[config.mk]
export PLATFORM = sky130hd
export DESIGN_NAME = gate_ctr
export DESIGN_NICKNAME = d
export VERILOG_FILES = /design/src/rtl/gate_ctr_pkg.sv /design/src/rtl/gate_sync.sv /design/src/rtl/gate_ctrl.sv /design/src/rtl/gate_dp.sv /design/src/rtl/gate_ctr.sv
export SDC_FILE = /design/constraint.sdc
export NUM_CORES = 1
export LEC_CHECK = 0
export ABC_AREA = 1
export ABC_CLOCK_PERIOD_IN_PS = 2440
export BUFFER_PORTS_ARGS = -buffer_cell sky130_fd_sc_hd__buf_4
export CORE_MARGIN = 2
export CORE_UTILIZATION = 49
export DETAILED_ROUTE_END_ITERATION = 10
export PLACE_DENSITY = 0.8
export SYNTH_ARGS = -nofsm -noshare
export SYNTH_HDL_FRONTEND = slang
export SYNTH_SLANG_ARGS = --single-unit
[constraint.sdc]
create_clock -name clk -period 2.44 [get_ports clk]
set_input_delay 0.244 -clock clk [delete_from_list [all_inputs] [get_ports clk]]
set_output_delay 0.244 -clock clk [all_outputs]
set_load 0.03 [all_outputs]
[src/rtl/gate_ctr_pkg.sv]
package gate_ctr_pkg;
  localparam int CTRL_W  = 8;
  localparam int BIT_GEN = 7;
  localparam int BIT_POL = 6;
  localparam int BIT_TGL = 5;
  localparam int BIT_VAL = 2;

  typedef struct packed {
    logic cntInc;
    logic tmrStep;
  } ctrStrobe_t;
endpackage

[src/rtl/gate_sync.sv]
module gate_sync #(
  parameter int STAGES = 2
) (
  input  logic clk,
  input  logic rstN,
  input  logic din,
  output logic dout
);
  logic [STAGES-1:0] sr;

  for (genvar i = 0; i < STAGES; i++) begin : gStage
    if (i == 0) begin : gFirst
      always_ff @(posedge clk or negedge rstN)
        if (!rstN) sr[0] <= 1'b0;
        else       sr[0] <= din;
    end else begin : gRest
      always_ff @(posedge clk or negedge rstN)
        if (!rstN) sr[i] <= 1'b0;
        else       sr[i] <= sr[i-1];
    end
  end

  assign dout = sr[STAGES-1];
endmodule

[src/rtl/gate_ctrl.sv]
module gate_ctrl
  import gate_ctr_pkg::*;
#(
  parameter int SYNC_STAGES = 2
) (
  input  logic              clk,
  input  logic              rstN,
  input  logic              tick,
  input  logic              ctrlWe,
  input  logic [CTRL_W-1:0] ctrlWdata,
  input  logic              gatePin,
  input  logic              cmp1,
  input  logic              cmp2,
  input  logic              matchPulse,
  output ctrStrobe_t        strobe,
  output logic [CTRL_W-1:0] ctrlRdata,
  output logic              gateVal
);
  logic [1:0] srcSel;
  logic       polBit, tglEn, gateEnBit;
  logic       pinSync, srcRaw, gateLvl, gatePrev, gateRise, tglFf, effGate;
  logic [2:0] unusedWr;

  assign unusedWr = ctrlWdata[4:2];

  // control register
  always_ff @(posedge clk or negedge rstN) begin
    if (!rstN) begin
      srcSel    <= 2'b00;
      polBit    <= 1'b0;
      tglEn     <= 1'b0;
      gateEnBit <= 1'b0;
    end else if (ctrlWe) begin
      srcSel    <= ctrlWdata[1:0];
      polBit    <= ctrlWdata[BIT_POL];
      tglEn     <= ctrlWdata[BIT_TGL];
      gateEnBit <= ctrlWdata[BIT_GEN];
    end
  end

  gate_sync #(.STAGES(SYNC_STAGES)) uPinSync (
    .clk(clk), .rstN(rstN), .din(gatePin), .dout(pinSync)
  );

  always_comb begin
    unique case (srcSel)
      2'b00:   srcRaw = pinSync;
      2'b01:   srcRaw = matchPulse;
      2'b10:   srcRaw = cmp1;
      default: srcRaw = cmp2;
    endcase
  end

  assign gateLvl  = polBit ? srcRaw : ~srcRaw;
  assign gateRise = gateLvl & ~gatePrev;

  // toggle flip-flop, held clear while toggle mode is off
  always_ff @(posedge clk or negedge rstN) begin
    if (!rstN) begin
      gatePrev <= 1'b0;
      tglFf    <= 1'b0;
    end else begin
      gatePrev <= gateLvl;
      tglFf    <= tglEn ? (tglFf ^ gateRise) : 1'b0;
    end
  end

  assign effGate        = tglEn ? tglFf : gateLvl;
  assign gateVal        = effGate;
  assign strobe.tmrStep = tick;
  assign strobe.cntInc  = tick & (~gateEnBit | effGate);

  always_comb begin
    ctrlRdata          = '0;
    ctrlRdata[1:0]     = srcSel;
    ctrlRdata[BIT_VAL] = effGate;
    ctrlRdata[BIT_TGL] = tglEn;
    ctrlRdata[BIT_POL] = polBit;
    ctrlRdata[BIT_GEN] = gateEnBit;
  end

  assert_tgl_clear_R7: assert property (@(posedge clk) disable iff (!rstN)
    !tglEn |=> !tglFf);

  assert_tgl_flip_R6: assert property (@(posedge clk) disable iff (!rstN)
    (tglEn && gateRise) |=> (tglFf != $past(tglFf)));

  assert_free_run_R9: assert property (@(posedge clk) disable iff (!rstN)
    (!gateEnBit && tick) |-> strobe.cntInc);

  assert_tick_only_R10: assert property (@(posedge clk) disable iff (!rstN)
    !tick |-> !strobe.cntInc);
endmodule

[src/rtl/gate_dp.sv]
module gate_dp
  import gate_ctr_pkg::*;
#(
  parameter int CNT_W = 16,
  parameter int TMR_W = 8
) (
  input  logic             clk,
  input  logic             rstN,
  input  ctrStrobe_t       strobe,
  input  logic             perWe,
  input  logic [TMR_W-1:0] perWdata,
  output logic [CNT_W-1:0] count,
  output logic [TMR_W-1:0] tmrCount,
  output logic [TMR_W-1:0] period,
  output logic             matchPulse
);
  logic tmrHit;
  assign tmrHit = (tmrCount == period);

  always_ff @(posedge clk or negedge rstN) begin
    if (!rstN)      period <= '1;
    else if (perWe) period <= perWdata;
  end

  always_ff @(posedge clk or negedge rstN) begin
    if (!rstN) begin
      tmrCount   <= '0;
      matchPulse <= 1'b0;
    end else if (strobe.tmrStep) begin
      tmrCount   <= tmrHit ? '0 : tmrCount + TMR_W'(1);
      matchPulse <= tmrHit;
    end
  end

  always_ff @(posedge clk or negedge rstN) begin
    if (!rstN)              count <= '0;
    else if (strobe.cntInc) count <= count + CNT_W'(1);
  end

  assert_tmr_wrap_R3: assert property (@(posedge clk) disable iff (!rstN)
    (strobe.tmrStep && tmrCount == period) |=> (tmrCount == '0));

  assert_tmr_step_R3: assert property (@(posedge clk) disable iff (!rstN)
    (strobe.tmrStep && tmrCount != period) |=> (tmrCount == $past(tmrCount) + TMR_W'(1)));

  assert_pulse_start_R4: assert property (@(posedge clk) disable iff (!rstN)
    $rose(matchPulse) |-> (tmrCount == '0));

  assert_pulse_hold_R4: assert property (@(posedge clk) disable iff (!rstN)
    !strobe.tmrStep |=> $stable(matchPulse));

  assert_cnt_hold_R10: assert property (@(posedge clk) disable iff (!rstN)
    !strobe.cntInc |=> $stable(count));

  assert_cnt_inc_R10: assert property (@(posedge clk) disable iff (!rstN)
    strobe.cntInc |=> (count == $past(count) + CNT_W'(1)));
endmodule

[src/rtl/gate_ctr.sv]
module gate_ctr
  import gate_ctr_pkg::*;
#(
  parameter int CNT_W       = 16,
  parameter int TMR_W       = 8,
  parameter int SYNC_STAGES = 2
) (
  input  logic              clk,
  input  logic              rstN,
  input  logic              tick,
  input  logic              ctrlWe,
  input  logic [CTRL_W-1:0] ctrlWdata,
  input  logic              perWe,
  input  logic [TMR_W-1:0]  perWdata,
  input  logic              gatePin,
  input  logic              cmp1,
  input  logic              cmp2,
  output logic [CTRL_W-1:0] ctrlRdata,
  output logic              gateVal,
  output logic [CNT_W-1:0]  count,
  output logic [TMR_W-1:0]  tmrCount,
  output logic [TMR_W-1:0]  period
);
  ctrStrobe_t strobe;
  logic       matchPulse;

  gate_ctrl #(.SYNC_STAGES(SYNC_STAGES)) uCtrl (
    .clk(clk), .rstN(rstN), .tick(tick),
    .ctrlWe(ctrlWe), .ctrlWdata(ctrlWdata),
    .gatePin(gatePin), .cmp1(cmp1), .cmp2(cmp2),
    .matchPulse(matchPulse), .strobe(strobe),
    .ctrlRdata(ctrlRdata), .gateVal(gateVal)
  );

  gate_dp #(.CNT_W(CNT_W), .TMR_W(TMR_W)) uDp (
    .clk(clk), .rstN(rstN), .strobe(strobe),
    .perWe(perWe), .perWdata(perWdata),
    .count(count), .tmrCount(tmrCount), .period(period),
    .matchPulse(matchPulse)
  );
endmodule

# After elaboration in Yosys (flattened, before gate mapping)
# Index checks and enable logic that the tools add are counted.
[word_totals]
input_bits = 24
output_inout_bits = 41
ff_bits = 42
[classes]
n_eq_ne = 3
reduce_logical = 1
mux = 5
addsub = 2
bitwise_logic = 7
[op_table]
columns = ["cell", "n"]
rows = [
  ["adder 16 x 1 -> 16 bit, second input constant", 1],
  ["adder 8 x 1 -> 8 bit, second input constant", 1],
  ["equality test 8 bit", 1],
  ["2-to-1 mux 8 bit", 1],
  ["2-to-1 mux 1 bit", 3],
  ["NOT 1 bit", 3],
  ["case mux 1 bit (3 select lines)", 1],
  ["AND 1 bit", 2],
  ["equality test 2 x 1 -> 1 bit, second input constant", 1],
  ["equality test 2 bit, second input constant", 1],
  ["zero test 2 bit", 1],
  ["bitwise OR 1 bit", 1],
  ["bitwise XOR 1 bit", 1],
]

# Logic depth before layout (Yosys ltp)
# Gate-level depths: netlist of the first run.
[logic_depth]
ltp_word = 7
ltp_mapped = 12

# Modules after synthesis
# Synthesis of the first run repeated with hierarchy kept, for this count alone.
[unflattened]
cells_unflattened = 247
area_unflattened_um2 = 2139.6
[modules_own_cells]
columns = ["mod", "area_per_inst_um2", "cells_per_inst", "instances"]
rows = [
  ["gate_dp", 1679.1, 194, 1],
  ["gate_ctrl", 410.4, 51, 1],
  ["gate_sync", 50.0, 2, 1],
]

# Least setup slack after synthesis of the first run
# No wires, ideal clock.
[synth_timing]
path_kind = "reg-to-output"
start = "reg uCtrl.srcSel[0]"
end = "out ctrlRdata[2]"
arrival_time_ns = 1.454
path_stages_with_launch = 10
required_ns = 2.196
path_slack_ns = 0.742
n_path_buf = 1
cell_sequence = "dfrtp_1 inv_2 nand2_1 nand3_2 nand2_2 nand2_2 nand2_4 nand2_4 nand2_1 buf_4"
[synth_between]
elab_chain_cells = 5
word_cells_on_any_way = 7
[synth_lines]
columns = ["element", "line", "text"]
rows = [
  ["from (decl)", "gate_ctrl.sv:19", "logic [1:0] srcSel;"],
  ["from (signal assigned)", "gate_ctrl.sv:34", "srcSel <= ctrlWdata[1:0];"],
  ["equality test 2 bit, or another cell as far along", "gate_ctrl.sv:46", "unique case (srcSel)"],
  ["case mux 1 bit (3 select lines) *", "gate_ctrl.sv:46", ""],
  ["NOT 1 bit", "gate_ctrl.sv:54", "assign gateLvl = polBit ? srcRaw : ~srcRaw;"],
  ["2-to-1 mux 1 bit *", "gate_ctrl.sv:54", ""],
  ["named net uCtrl.gateLvl", "gate_ctrl.sv:21", "logic pinSync, srcRaw, gateLvl, gatePrev, gateRise, tglFf, effGate;"],
  ["2-to-1 mux 1 bit *", "gate_ctrl.sv:68", "assign effGate = tglEn ? tglFf : gateLvl;"],
  ["to (decl)", "gate_ctr.sv:18", "output logic [CTRL_W-1:0] ctrlRdata,"],
]
# Mark *: on every way through the listed nets, which the timed path passes. The rest lies on a longest branch.

# Final worst setup path of the first run
[layout_timing]
start = "reg uCtrl.srcSel[0]"
end = "out gateVal"
[layout_between]
elab_chain_cells = 5
word_cells_on_any_way = 7
[layout_lines]
columns = ["element", "line", "text"]
rows = [
  ["equality test 2 bit, or another cell as far along", "gate_ctrl.sv:46", ""],
  ["case mux 1 bit (3 select lines) *", "gate_ctrl.sv:46", ""],
  ["NOT 1 bit", "gate_ctrl.sv:54", ""],
  ["2-to-1 mux 1 bit *", "gate_ctrl.sv:54", ""],
  ["named net uCtrl.gateLvl", "gate_ctrl.sv:21", ""],
  ["2-to-1 mux 1 bit *", "gate_ctrl.sv:68", ""],
  ["to (decl)", "gate_ctr.sv:19", "output logic gateVal,"],
]
# Marks and branches as above.

==> flow_metrics.tcl, run 1 <==
set metrics [dict create \
    outcome "finished clean" \
    p_int_mw 1.46 \
    worstPathArrival_ps 1420 \
    clockPowerShare_pct 22.9 \
    grt_pass1_vias 1851 \
    cts.sinks 42 \
    wirelength_um 4630 \
    drt-pass1-iter-count 4 \
    coreArea_um2 4440 \
    grt_use_total_pct 19.2 \
    antenna_cells 0 \
    synthSimpleGateAreaFrac_pct 29.8 \
    hp-class "primary input to register" \
    synthAdderAreaFrac_pct 1.08 \
    skew_ps 9.29 \
    seq_area_frac_synth_pct 46.0 \
    switching_share_pct 39.1 \
    cts_buffers 5 \
    drt_iter0_drc 51 \
    syn_inst 268 \
    area_growth_pct 23.4 \
    cts_root_buffer "clkbuf_8" \
    rrSetupSlack_ps 870 \
    max_cap_violations 0 \
    dr_total_vias 1881 \
    leakage_nw 1.43 \
    grt_max_degree 43 \
    ys_types 25 \
    async_reset_ff_share_pct 100 \
    place_ws_ps 872 \
    critical_path_peak_fanout 4 \
    rsz0062_at_grt "false" \
    rr_startpoint "uCtrl.srcSel[0]" \
    powerDensity_nw_per_um2 842 \
    irDropWorstVdd_uv 458 \
    r2r_cells 11 \
    clk_latency_ps 300 \
    syn_area_um2 2310 \
    start_util_pct 51.9 \
    crit_path_start_kind "register" \
    area.sequential_um2 1060 \
    p_total_mw 2.40 \
    htree_levels 2 \
    min_to "uCtrl.uPinSync.sr[0]" \
    yosysTopAreaCellShare_pct 36.9 \
    rows 24 \
    max_freq_ghz 0.600 \
    synth_area_leaders "dfrtp_1, dfstp_2, nand2_1" \
    fillers 386 \
    ys_ff_latch 42 \
    die_y_um 72.6 \
    grt_pass1_wl_um 7990 \
    wl_per_cell_um 12.3 \
    drive_gt1_share_pct 35.2 \
    gp_congestion 0.815 \
    synth.most_common_cell "nand2_1" \
    synth_compound_area_share_pct 3.47 \
    cp-end-kind "output pin" \
    netSwitchingPower_uw 937 \
    worstSetupPathType "register to output pin" \
    io_buffers 59 \
    comb_power_share_pct 35.7 \
    postSynthAreaPerCell_um2 8.61 \
    synth_edf_count 0 \
    fin_crit_ps 1670 \
    ant_nets 0 \
    min-delay-start "gatePin" \
    synthXorXnorAreaFrac_pct 7.59 \
    finalCritPeriodShare_pct 68.3 \
    p_seq_share_pct 41.4 \
    cts_resized 0 \
    fp.dieW_um 72.6 \
    worstHoldPathCells 1 \
    fin_ws_ps 773 \
    vias_per_cell 5.00 \
    final_max_slew_viol_count 0 \
    dpl.hpwl_um 3360 \
    synth_top_area_cell "dfrtp_1" \
    required_ps 2200 \
    cts_tree "yes" \
    multi_input_area_um2 1050 \
    synth_warnings 0 \
    tns_ps 0 \
    cts_setup_buffers 0 \
    max-slew-margin-rel_pct 65.0 \
    synth_flop_cell "dfrtp_1" \
    synth_mux_area_share_pct 3.41 \
    yosys-top-cells-count "nand2_1, dfrtp_1, nand3_1" \
    setup_viol 0 \
    grt_overflow 0 \
    die_area_um2 5280 \
    nets 349 \
    antenna_found_initial 0 \
    clk_path_buf_depth 2 \
    synth_top_family_by_area "simple AND/OR/NAND/NOR gates" \
    worst_pin_slew_ps 524 \
    r2r_end "uDp.count[1]" \
    clk_pin_slew_worst_paths_ps 90 \
    ioPinCount 65 \
    finalHoldViolCount 0 \
    drc 0 \
]
what timing repair did:
item | CTS | global route
endpoints found under the setup margin | 0 | 0
hold endpoints to repair | 34 | 0
hold buffers | 1 | 0
final cells by class:
class | count | share of cell area, %
repair buffers | 60 | 15.9
inverters | 27 | 3.56
flip-flops and latches | 42 | 37.2
well taps | 52 | 2.28
clock inverters | 3 | 1.58
multi-input cells | 187 | 37.0
clock buffers | 5 | 2.42
sequential cells by signal, indices dropped and copies added, names as in the netlist:
register             count
uCtrl.srcSel             2
uCtrl.gatePrev           1
uCtrl.uPinSync.sr        1
uCtrl.uPinSync.dout      1
uDp.count               16
uDp.period               8
uDp.matchPulse           1
uCtrl.tglFf              1
uCtrl.gateEnBit          1
uDp.tmrCount             8
uCtrl.tglEn              1
uCtrl.polBit             1
critical path: stages, from the launching register on:
cell and delay (ps):
dfrtp_1 420, inv_2 70, nand2_1 60, nand3_2 80, nand2_2 50, nand2_2 70, nand2_4 60, nand2_4 70
nand2_1 70, buf_4 170
power groups by stage:
| stage | Clock, mW | Combinational, mW | Sequential (mW) |
|---|---|---|---|
| 2_1_floorplan | 0 | 0.372 | 1.20 |
| 3_3_place_gp | 0 | 0.837 | 1.00 |
| 3_5_place_dp | 0 | 0.859 | 1.01 |
| 4_1_cts | 0.562 | 0.863 | 0.996 |
| 5_1_grt | 0.592 | 0.934 | 1.02 |
| 6_report | 0.549 | 0.856 | 0.995 |
metrics by stage:
| step | util, % | std cells | cell area [um^2] | hold slack [ps] |
|---|---|---|---|---|
| 2_1_floorplan | - | 269 | 2310 | -51.6 |
| 3_3_place_gp | 61.3 | 367 | 2730 | 259 |
| 3_5_place_dp | 61.3 | 367 | 2730 | 257 |
| 4_1_cts | 64.1 | 376 | 2850 | 44.5 |
| 5_1_grt | 64.1 | 376 | 2850 | 41.6 |
| 6_report | 64.1 | 376 | 2850 | 54.4 |
cells in the final DEF, fill, tap and decap left out:
cell	n
dfrtp_1	34
xor2_1	14
clkbuf_8	5
dlygate4sd3_1	1
nand2_2	22
nor2_2	1
mux2_2	7
xnor2_1	6
conb_1	2
nand3_1	29
o21ai_0	11
buf_4	59
nor3_1	6
clkinvlp_4	2
nand3_4	1
inv_2	2
ha_1	2
nand2_1	54
nand2_4	3
a21oi_1	5
inv_1	25
dfstp_2	8
bufinv_16	1
nand3_2	3
nor2_1	19
nand4_1	1
nor3b_1	1
metal layers:
layer | share of wire (%) | GRT usage (%) | up-vias
met4 | 1.1 | 7.00 | 0
met1 | 45 | 23.0 | 876
met3 | 5.0 | 4.01 | 5
met5 | 0 | 0 | -
li1 | - | - | 952
met2 | 49 | 33.7 | 48
worst max path at each step:
| stage | from | cells past startpoint | slack, ps | end |
|---|---|---|---|---|
| global placement | uCtrl.srcSel[0] | 11 | 920 | uDp.count[1] |
| CTS | uCtrl.srcSel[0] | 9 | 760 | ctrlRdata[2] |
| finish | uCtrl.srcSel[0] | 9 | 770 | gateVal |
| detailed placement | uCtrl.srcSel[0] | 11 | 870 | uDp.count[1] |
| global route | uCtrl.srcSel[0] | 8 | 650 | gateVal |
| floorplan | uCtrl.srcSel[0] | 9 | 740 | ctrlRdata[2] |
cells by family after synthesis:
kind of cell	after synthesis
buf+inv	40
xor+xnor	20
fa+ha+maj	2
other cells	1
mux	7
flops	42
compound gates	16
simple gates	140
(Power assumes the default switching activity.)
==> inputs of run 2 (changes only) <==
--- a/config.mk
+++ b/config.mk
@@ -6,7 +6,7 @@
 export NUM_CORES = 1
 export LEC_CHECK = 0
 export ABC_AREA = 1
-export ABC_CLOCK_PERIOD_IN_PS = 2440
+export ABC_CLOCK_PERIOD_IN_PS = 1600
 export BUFFER_PORTS_ARGS = -buffer_cell sky130_fd_sc_hd__buf_4
 export CORE_MARGIN = 2
 export CORE_UTILIZATION = 49
==> constraint.sdc (replaced) <==
create_clock -name clk -period 1.6 [get_ports clk]
set_input_delay 0.16 -clock clk [delete_from_list [all_inputs] [get_ports clk]]
set_output_delay 0.16 -clock clk [all_outputs]
set_load 0.03 [all_outputs]
==> run 2 against run 1 <==
  * Count of clock-buffer cells in the layout rose by 1
  * Sequential power rose by 53%
  * Total power rose by 49%
  * Critical path type unchanged
==> flow_metrics.tcl, run 2 (synthesis results as in run 1) <==
set metrics [dict create \
    outcome "finished clean" \
    dpl.hpwl_um 3360 \
    htree_levels 2 \
    required_ps 1440 \
    critical_path_peak_fanout 4 \
    regMostFlops "uDp.count" \
    largest_reg_flops 16 \
    drt-pass1-iter-count 5 \
    io_buffers 59 \
    grt_pass1_wl_um 7670 \
    grt_use_total_pct 18.3 \
    die_y_um 72.6 \
    coreArea_um2 4440 \
    powerDensity_nw_per_um2 1230 \
    worstPathArrival_ps 1390 \
    fin_crit_ps 1550 \
    die_area_um2 5280 \
    ioPinCount 65 \
    hp-class "primary input to register" \
    grt_pass1_vias 1844 \
    antenna_found_initial 0 \
    final_common_cell "buf_4" \
    worst_pin_slew_ps 512 \
    rows 24 \
    fp.dieW_um 72.6 \
    dr_total_vias 1889 \
    finalCritPeriodShare_pct 96.6 \
    rrSetupSlack_ps 150 \
    min_to "uDp.period[1]" \
    wirelength_um 4540 \
    dp.cells 370 \
    finalHoldViolCount 0 \
    clk_pin_slew_worst_paths_ps 90 \
    skew_ps 12.7 \
    ant_nets 0 \
    start_util_pct 51.9 \
    nets 355 \
    reg_top3 "uDp.count: 16 flops, uDp.period: 8 flops, uDp.tmrCount: 8 flops" \
    crit_path_start_kind "register" \
    cts.sinks 42 \
    grt_overflow 0 \
    cts_buffers 5 \
    cp-end-kind "output pin" \
    worstSetupPathType "register to output pin" \
    drt_iter0_drc 58 \
    drc 0 \
    r2r_cells 11 \
    gp_congestion 0.879 \
    setup_viol 0 \
    drive_gt1_share_pct 37.9 \
    rsz0062_at_grt "true" \
    irDropWorstVdd_uv 712 \
    worstHoldPathCells 3 \
    place_ws_ps 138 \
    clk_path_buf_depth 2 \
    cts_tree "yes" \
    r2r_end "uDp.count[11]" \
    leakage_nw 1.45 \
    max_freq_ghz 0.647 \
    grt_max_degree 43 \
    vias_per_cell 4.95 \
    fin_ws_ps 53.9 \
    max_cap_violations 0 \
    layoutNonFillerInstCount 382 \
    final_cell_mix "buf_4, nand2_1, dfrtp_1, nand3_1" \
    antenna_cells 0 \
    clk_latency_ps 290 \
    rr_startpoint "uCtrl.srcSel[0]" \
    area_growth_pct 25.7 \
    fillers 383 \
    final_max_slew_viol_count 0 \
    max-slew-margin-rel_pct 65.9 \
    cts_root_buffer "clkbuf_8" \
    wl_per_cell_um 11.9 \
    min-delay-start "perWdata[1]" \
]
## run 2: what timing repair did
item / 4_1_cts / 5_1_grt
buffers inserted: 0 / 2
hold buffers: 2 / 0
hold endpoints to repair: 35 / 0
gates resized for setup: 0 / 8
endpoints found under the setup margin: 0 / 6
## run 2: worst max-delay path: stages, from the launching register on
cell and delay (ps):
dfrtp_2 430, inv_2 70, nand2_1 60, nand3_2 80, nand2_2 50, nand2_2 70
nand2_4 60, nand2_4 80, nand2_4 50, buf_6 140
## run 2: layout make-up
class | count | area (um^2) | share of cell area, %
Timing Repair Buffer | 66 | 508 | 17.5
Multi-Input combinational cell | 187 | 1070 | 36.9
Inverter | 27 | 101 | 3.49
Tap cell | 52 | 65.1 | 2.24
Clock inverter | 2 | 12.5 | 0.431
Sequential cell | 42 | 1060 | 36.6
Clock buffer | 6 | 82.6 | 2.85
## run 2: through the flow
| stage | cell area [um^2] | setup TNS [ps] | util, % | hold WS [ps] | power (mW) |
|---|---|---|---|---|---|
| 2_1_floorplan | 2310 | 0 | - | -136 | 2.40 |
| 3_3_place_gp | 2750 | 0 | 61.9 | 174 | 2.82 |
| 3_5_place_dp | 2750 | 0 | 61.9 | 176 | 2.85 |
| 4_1_cts | 2860 | 0 | 64.4 | 63.8 | 3.57 |
| 5_1_grt | 2900 | -81.5 | 65.3 | 91.9 | 3.78 |
| 6_report | 2900 | 0 | 65.3 | 67.8 | 3.57 |
## run 2: layer usage
metal	up-vias	global-route usage (%)	part of all wire [%]
li1	956	-	-
met1	865	22.6	46
met2	64	32.1	48
met3	4	4.28	5.3
met4	0	4.94	0.66
met5	-	0	0
## run 2: worst max path at each step
stage	start	cells after the start	end	slack, ps
after floorplan	uCtrl.srcSel[1]	7	ctrlRdata[2]	30
after global placement	uDp.count[0]	7	uDp.count[14]	160
after detailed placement	uDp.period[0]	9	uDp.tmrCount[3]	140
after CTS	uCtrl.srcSel[0]	9	ctrlRdata[2]	8
after global routing	uCtrl.srcSel[0]	8	ctrlRdata[2]	-40
final	uCtrl.srcSel[0]	9	ctrlRdata[2]	50
## run 2: power by group
part / switching (mW) / internal [mW]
clock network: 0.365 / 0.347
logic: 0.805 / 0.530
registers: 0.257 / 1.26
total: 1.43 / 2.14
